## src/rtl/orx_pkg.sv

```systemverilog
package orx_pkg;
  typedef enum logic [1:0] {
    DEST_NONE = 2'd0,
    DEST_ACC  = 2'd1,
    DEST_REG  = 2'd2,
    DEST_RM   = 2'd3
  } dest_e;

  typedef enum logic [1:0] {
    SRC_IMM = 2'd0,
    SRC_REG = 2'd1,
    SRC_RM  = 2'd2
  } src_e;

  typedef enum logic [1:0] {
    W_BYTE  = 2'd0,
    W_WORD  = 2'd1,
    W_DWORD = 2'd2
  } width_e;

  // Strobes from decode to datapath
  typedef struct packed {
    logic   handled;
    dest_e  dest;
    src_e   src;
    width_e width;
    logic   immByte;
    logic   immSext;
  } ctrl_t;
endpackage

```

## src/rtl/orx_decode.sv

```systemverilog
module orx_decode
  import orx_pkg::*;
(
  input  logic [7:0] opcode,
  input  logic [7:0] modrm,
  input  logic       opSize32,
  output ctrl_t      ctrl,
  output logic       memOperand
);
  localparam logic [2:0] GROUP_OR_EXT = 3'd1;
  localparam logic [1:0] MOD_REGISTER = 2'd3;

  logic   groupOk;
  logic   usesModrm;
  width_e fullWidth;

  assign groupOk   = (modrm[5:3] == GROUP_OR_EXT);
  assign fullWidth = opSize32 ? W_DWORD : W_WORD;

  always_comb begin
    ctrl      = '0;
    usesModrm = 1'b0;
    case (opcode)
      8'h08, 8'h09: begin
        ctrl.handled = 1'b1;
        ctrl.dest    = DEST_RM;
        ctrl.src     = SRC_REG;
        ctrl.width   = opcode[0] ? fullWidth : W_BYTE;
        usesModrm    = 1'b1;
      end
      8'h0A, 8'h0B: begin
        ctrl.handled = 1'b1;
        ctrl.dest    = DEST_REG;
        ctrl.src     = SRC_RM;
        ctrl.width   = opcode[0] ? fullWidth : W_BYTE;
        usesModrm    = 1'b1;
      end
      8'h0C, 8'h0D: begin
        ctrl.handled = 1'b1;
        ctrl.dest    = DEST_ACC;
        ctrl.src     = SRC_IMM;
        ctrl.width   = opcode[0] ? fullWidth : W_BYTE;
        ctrl.immByte = ~opcode[0];
      end
      8'h80, 8'h81, 8'h83: begin
        if (groupOk) begin
          ctrl.handled = 1'b1;
          ctrl.dest    = DEST_RM;
          ctrl.src     = SRC_IMM;
          ctrl.width   = (opcode == 8'h80) ? W_BYTE : fullWidth;
          ctrl.immByte = (opcode != 8'h81);
          ctrl.immSext = (opcode == 8'h83);
          usesModrm    = 1'b1;
        end
      end
      default: ctrl = '0;
    endcase
  end

  assign memOperand = ctrl.handled & usesModrm & (modrm[7:6] != MOD_REGISTER);
endmodule

```

## src/rtl/orx_datapath.sv

```systemverilog
module orx_datapath
  import orx_pkg::*;
#(
  parameter int DATA_W = 32
) (
  input  ctrl_t             ctrl,
  input  logic [DATA_W-1:0] immIn,
  input  logic [DATA_W-1:0] accIn,
  input  logic [DATA_W-1:0] regIn,
  input  logic [DATA_W-1:0] rmIn,
  output logic [DATA_W-1:0] result,
  output logic              flagCf,
  output logic              flagPf,
  output logic              flagAf,
  output logic              flagZf,
  output logic              flagSf,
  output logic              flagOf
);
  localparam int BYTE_W = 8;
  localparam int HALF_W = DATA_W / 2;
  localparam logic [DATA_W-1:0] MASK_BYTE = {{(DATA_W-BYTE_W){1'b0}}, {BYTE_W{1'b1}}};
  localparam logic [DATA_W-1:0] MASK_HALF = {{(DATA_W-HALF_W){1'b0}}, {HALF_W{1'b1}}};
  localparam logic [DATA_W-1:0] MASK_FULL = {DATA_W{1'b1}};

  logic [DATA_W-1:0] dstOp, srcOp, immExt, widthMask, orRaw, merged;
  logic              topBit;

  always_comb begin
    if (ctrl.immSext)
      immExt = {{(DATA_W-BYTE_W){immIn[BYTE_W-1]}}, immIn[BYTE_W-1:0]};
    else if (ctrl.immByte)
      immExt = {{(DATA_W-BYTE_W){1'b0}}, immIn[BYTE_W-1:0]};
    else
      immExt = immIn;
  end

  always_comb begin
    case (ctrl.dest)
      DEST_ACC: dstOp = accIn;
      DEST_REG: dstOp = regIn;
      DEST_RM:  dstOp = rmIn;
      default:  dstOp = '0;
    endcase
    case (ctrl.src)
      SRC_REG: srcOp = regIn;
      SRC_RM:  srcOp = rmIn;
      default: srcOp = immExt;
    endcase
  end

  always_comb begin
    case (ctrl.width)
      W_BYTE:  begin widthMask = MASK_BYTE; topBit = orRaw[BYTE_W-1]; end
      W_WORD:  begin widthMask = MASK_HALF; topBit = orRaw[HALF_W-1]; end
      default: begin widthMask = MASK_FULL; topBit = orRaw[DATA_W-1]; end
    endcase
  end

  assign orRaw  = dstOp | srcOp;
  assign merged = (orRaw & widthMask) | (dstOp & ~widthMask);

  assign result = ctrl.handled ? merged : '0;
  assign flagCf = 1'b0;
  assign flagOf = 1'b0;
  assign flagAf = 1'b0;
  assign flagSf = ctrl.handled & topBit;
  assign flagZf = ctrl.handled & ((orRaw & widthMask) == '0);
  assign flagPf = ctrl.handled & ~(^orRaw[BYTE_W-1:0]);
endmodule

```

## src/rtl/orx_unit.sv

```systemverilog
module orx_unit
  import orx_pkg::*;
#(
  parameter int DATA_W = 32
) (
  input  logic [7:0]        opcode,
  input  logic [7:0]        modrm,
  input  logic [DATA_W-1:0] immIn,
  input  logic              opSize32,
  input  logic [DATA_W-1:0] accIn,
  input  logic [DATA_W-1:0] regIn,
  input  logic [DATA_W-1:0] rmIn,
  output logic [DATA_W-1:0] result,
  output logic [1:0]        destSel,
  output logic              flagCf,
  output logic              flagPf,
  output logic              flagAf,
  output logic              flagZf,
  output logic              flagSf,
  output logic              flagOf,
  output logic              memOperand,
  output logic              notHandled
);
  ctrl_t ctrl;

  orx_decode decode_i (
    .opcode     (opcode),
    .modrm      (modrm),
    .opSize32   (opSize32),
    .ctrl       (ctrl),
    .memOperand (memOperand)
  );

  orx_datapath #(.DATA_W(DATA_W)) datapath_i (
    .ctrl   (ctrl),
    .immIn  (immIn),
    .accIn  (accIn),
    .regIn  (regIn),
    .rmIn   (rmIn),
    .result (result),
    .flagCf (flagCf),
    .flagPf (flagPf),
    .flagAf (flagAf),
    .flagZf (flagZf),
    .flagSf (flagSf),
    .flagOf (flagOf)
  );

  assign destSel    = ctrl.dest;
  assign notHandled = ~ctrl.handled;
endmodule

```

## config.mk

```make
export PLATFORM = sky130hd
export DESIGN_NAME = orx_unit
export DESIGN_NICKNAME = d
export VERILOG_FILES = /design/src/rtl/orx_pkg.sv /design/src/rtl/orx_decode.sv /design/src/rtl/orx_datapath.sv /design/src/rtl/orx_unit.sv
export SDC_FILE = /design/constraint.sdc
export NUM_CORES = 1
export LEC_CHECK = 0
export BUFFER_PORTS_ARGS = -buffer_cell sky130_fd_sc_hd__clkbuf_2
export CAP_MARGIN = 20
export CORE_ASPECT_RATIO = 1.1
export CORE_MARGIN = 8
export CORE_UTILIZATION = 40
export DETAILED_ROUTE_END_ITERATION = 10
export GPL_TIMING_DRIVEN = 0
export PLACE_DENSITY = 0.85
export SETUP_SLACK_MARGIN = 0.05
export SYNTH_ARGS = -nofsm -noshare
export SYNTH_HDL_FRONTEND = slang
export SYNTH_SLANG_ARGS = --single-unit
```

## constraint.sdc

```tcl
create_clock -name vclk -period 8.7
set_clock_uncertainty 0.15 [all_clocks]
set_input_delay 1.74 -clock vclk [all_inputs]
set_output_delay 1.74 -clock vclk [all_outputs]
set_load 0.03 [all_outputs]
```

# After elaboration in Yosys (flattened, before gate mapping)
# Cells that the tools add are included.
[totals]
register_bits = 0
latch_bits = 0
ramBits = 0
rom_bits = 0
inputBits = 145
out_inout_bits = 42
wordCells = 55
memories = 0
[classes]
add_sub_neg = 0
mul = 0
n_div = 0
magnitude_cmp = 0
n_eq_ne = 18
n_shift = 0
n_mux = 16
bitwise = 13
n_reduce_logical = 8
[op_table]
columns = ["op", "count"]
rows = [
  ["$pmux W32 S2", 2],
  ["$mux W32", 3],
  ["$pmux W32 S3", 1],
  ["$and A32 B32 Y32", 2],
  ["$or A32 B32 Y32", 2],
  ["$eq A8 B4 Y1 const B", 6],
  ["$logic_not A32 Y1", 1],
  ["$not A32 Y32", 1],
  ["$pmux W7 S4", 1],
  ["$eq A8 B8 Y1 const B", 3],
  ["$mux W9", 1],
  ["$ne A8 B8 Y1 const B", 1],
  ["$reduce_xor A8 Y1", 1],
  ["$eq A2 B1 Y1 const B", 3],
  ["$eq A2 B2 Y1 const B", 3],
  ["$mux W2", 3],
  ["$pmux W1 S2", 3],
  ["$reduce_or A2 Y1", 3],
  ["$and A1 B1 Y1", 5],
  ["$reduce_or A4 Y1", 1],
  ["$eq A3 B1 Y1 const B", 1],
  ["$not A1 Y1", 3],
  ["$reduce_or A3 Y1", 1],
  ["$logic_not A2 Y1", 1],
  ["2 further kinds", 3],
]

# Longest topological paths before layout
[depth]
depth_word = 11
mapped_depth = 20
ltp_nobuf = 16

# Hierarchy
# From an unflattened synthesis, not the netlist that was laid out.
[hier_totals]
cells_unflattened = 327
hier_area_um2 = 2376.0
[modules_own_cells]
columns = ["module", "n_inst", "cells_per_inst", "area_per_inst_um2"]
rows = [
  ["orx_datapath", 1, 303, 2225.9],
  ["orx_decode", 1, 23, 146.4],
  ["orx_unit", 1, 1, 3.8],
]

# Least setup slack after synthesis
# Ideal clock, no wire load.
[synth_timing]
path_type = "input to output"
startpoint = "input port opcode[5]"
endpoint = "output port flagZf"
t_arrival_ps = 5413
t_required_ps = 6810
slack_ps = 1397
cell_stages = 18
n_path_buf = 5
path_cell_list = "or3_1 -> buf_2 -> or3_1 -> buf_2 -> nor2_1 -> ha_1 -> clkbuf_1 -> clkbuf_1 -> clkbuf_1 -> a221o_1 -> a221oi_1 -> ha_1 -> nand4_1 -> nor2_1 -> and4_1 -> nand4_1 -> nor4_1 -> o221a_2"
[synth_via]
elab_chain_len = 10
word_cells_on_any_way = 35
cone_classes = "16 x eq/ne; 10 x mux; 3 x bitwise; 6 x reduce/logical"
[synth_rtl]
columns = ["item", "line_no", "text"]
rows = [
  ["start: declaration", "orx_unit.sv:6", "input logic [7:0] opcode,"],
  ["$eq A8 B8 Y1, or another cell as far along", "orx_decode.sv:23", "case (opcode)"],
  ["$reduce_or A3 Y1, or another cell as far along", "orx_decode.sv:23", ""],
  ["$pmux W1 S2", "orx_decode.sv:23", ""],
  ["$mux W32", "orx_datapath.sv:31", "else if (ctrl.immByte)"],
  ["$mux W32", "orx_datapath.sv:29", "if (ctrl.immSext)"],
  ["$pmux W32 S2", "orx_datapath.sv:44", "case (ctrl.src)"],
  ["$or A32 B32 Y32", "orx_datapath.sv:59", "assign orRaw = dstOp | srcOp;"],
  ["$and A32 B32 Y32", "orx_datapath.sv:67", "assign flagZf = ctrl.handled & ((orRaw & widthMask) == '0);"],
  ["$logic_not A32 Y1", "orx_datapath.sv:67", ""],
  ["$and A1 B1 Y1 *", "orx_datapath.sv:67", ""],
  ["end: declaration", "orx_unit.sv:18", "output logic flagZf,"],
]
# Every way passes the cells marked *; elsewhere a longest branch is shown, timed or not.

# Final worst setup path
# Same ends and word-level chain as after synthesis.

==> results.json <==
{
  "status": "finished clean",
  "end_kind": "output port",
  "first_global_vias": 4021,
  "n_antenna_cell": 0,
  "nets": 652,
  "p_seq_share_pct": 0,
  "area_delta_synth_final_pct": 47.2,
  "antenna_found_initial": 0,
  "fill_cells": 477,
  "portBuffers": 180,
  "syn-cell-area_um2": 2100,
  "avgViaCountPerCell": 6.83,
  "synthTopCellsByArea": "a221oi_1, a21oi_1, a222oi_1",
  "fmax_mhz": 121,
  "grt_util_all_layers_pct": 29.8,
  "path_class": "in -> out",
  "drt-pass1-iter-count": 8,
  "slew_viol_final": 0,
  "finalSetupTns_ns": 0,
  "detail_route.wl_per_cell_um": 22.1,
  "worst_slew_pin_slew_ns": 0.928,
  "start_util_pct": 41.6,
  "die_w_um": 85.0,
  "fin_crit_sh_pct": 95.0,
  "n_sequential_cell": 0,
  "synth_cell_types": 57,
  "slew_headroom_pct": 37.6,
  "p_int_mw": 0.0464,
  "syn_inst": 316,
  "dieArea_um2": 7810,
  "ys_warn_count": 0,
  "p_leak_nw": 1.51,
  "worstPathArrival_ns": 6.38,
  "num_vias": 3807,
  "synth_top_area_cell": "a221oi_1",
  "yosysSeqAreaShare_pct": 0,
  "p_per_area_nw_per_um2": 32.4,
  "drive_gt1_share_pct": 39.9,
  "dp_hpwl_um": 10100,
  "rsz0062_at_grt": "false",
  "avgSynthCellArea_um2": 6.63,
  "nClkBuffers": 0,
  "worstPathRequired_ns": 6.81,
  "power.net_switching_mw": 0.0536,
  "synth_common_cells": "a221oi_1, a21oi_1, nor2_1",
  "final_cells": 557,
  "path_buf_inv": 5,
  "num_rows": 27,
  "regArea_um2": 0,
  "power.share.clock_pct": 0,
  "max_stage_delay_ns": 0.44,
  "drc": 0,
  "dp.cells": 557,
  "synth.most_common_cell": "a221oi_1",
  "worstPathCellList": "clkbuf_2 -> or3_1 -> buf_2 -> nor3_1 -> nand2_1 -> ha_1 -> clkbuf_1 -> clkbuf_1 -> nor2_1 -> a221o_1 -> a221oi_1 -> ha_1 -> nand4_1 -> nor2_1 -> and4_1 -> nand4_1 -> nor4_1 -> o221a_2 -> clkbuf_2",
  "worstPathMaxFanout": 10,
  "core-area_um2": 5030,
  "routed_wl_um": 12300,
  "drt-initial-drc-count": 393,
  "period_needed_ns": 8.27,
  "grt_first_pass_wirelength_um": 19600,
  "cp_slowest_cell": "clkbuf_1",
  "hold_viol": 0,
  "holdCritPathClass": "in -> out",
  "start_kind": "primary input",
  "io_pins": 187,
  "cap_violations": 0,
  "grt_max_degree": 11,
  "critPathTopFamily": "simple AND/OR/NAND/NOR gates",
  "die_y_um": 91.9,
  "grt.overflow.total": 0,
  "pwr-share-comb_pct": 100.0,
  "synth_top_area_share_pct": 12.5,
  "setup_viol": 0,
  "sw_frac_of_total_pct": 53.6,
  "peakVddDrop_v": 0.0000188,
  "final_antenna_net_count": 0,
  "power_mw": 0.100,
  "routabilityCongestion": 0.982
}
[cell families (layout without fill, tap and decap cells)]
| group | Yosys count | after routing | synth area share [%] |
|---|---|---|---|
| buf+inv | 53 | 234 | 10.5 |
| simple gates | 86 | 86 | 22.5 |
| mux | 2 | 2 | 0.955 |
| xor+xnor | 3 | 3 | 1.25 |
| compound gates | 165 | 165 | 61.0 |
| fa+ha+maj | 6 | 6 | 3.58 |
| other cells | 1 | 3 | 0.179 |
[worst paths after layout]
| check | startpoint | end | slack [ns] | cells past startpoint |
|---|---|---|---|---|
| setup / recovery | opcode[5] | flagZf | 0.43 | 19 |
| hold / removal | modrm[7] | memOperand | 3.63 | 3 |
[through the flow]
step           setup slack [ns]  hold WS (ns)  util [%]  area [um2]
2_1_floorplan              1.40          3.51         -        2100
3_3_place_gp              0.369          3.63      61.1        3080
3_5_place_dp              0.223          3.63      61.2        3080
4_1_cts                   0.212          3.63      61.2        3080
5_1_grt                  0.0614          3.64      61.3        3080
6_report                  0.432          3.63      61.3        3080
[routing by layer]
layer	track usage [%]	part of all wire (%)	vias to the layer above
met5	0	0	-
met4	12.2	3.7	0
met3	8.39	13	49
met2	50.2	47	312
met1	34.4	37	1742
li1	-	-	1704
[repair_timing]
item                                    in CTS  in global routing
hold buffers                                 0                  0
endpoints found under the setup margin       0                  1
endpoints found under the hold margin        0                  0
resized for setup                            0                  4
buffers inserted                             0                  0
[placed cells by master (no fill, tap or decap), types with 12 or more instances in the layout]
cell and n:
inv_1 21, clkbuf_2 182, clkbuf_1 21, a21oi_1 28
a22oi_1 14, a222oi_1 13, nor2_1 25, a221oi_1 30
nand2_1 15, o31ai_1 12
[power by group through the flow]
| stage | registers [mW] | clock network (mW) | logic (mW) |
|---|---|---|---|
| after floorplan | 0 | 0 | 0.0461 |
| after global placement | 0 | 0 | 0.0958 |
| after detailed placement | 0 | 0 | 0.0973 |
| after CTS | 0 | 0 | 0.0977 |
| after global routing | 0 | 0 | 0.108 |
| final | 0 | 0 | 0.100 |
[layout make-up]
class | count | area [um2] | share of cell area [%]
multi-input cells | 265 | 1880 | 61.1
plain buffers | 32 | 144 | 4.67
repair buffers | 181 | 906 | 29.4
inverters | 21 | 78.8 | 2.56
well taps | 58 | 72.6 | 2.35
No activity file was read; power rests on OpenSTA's default activity.
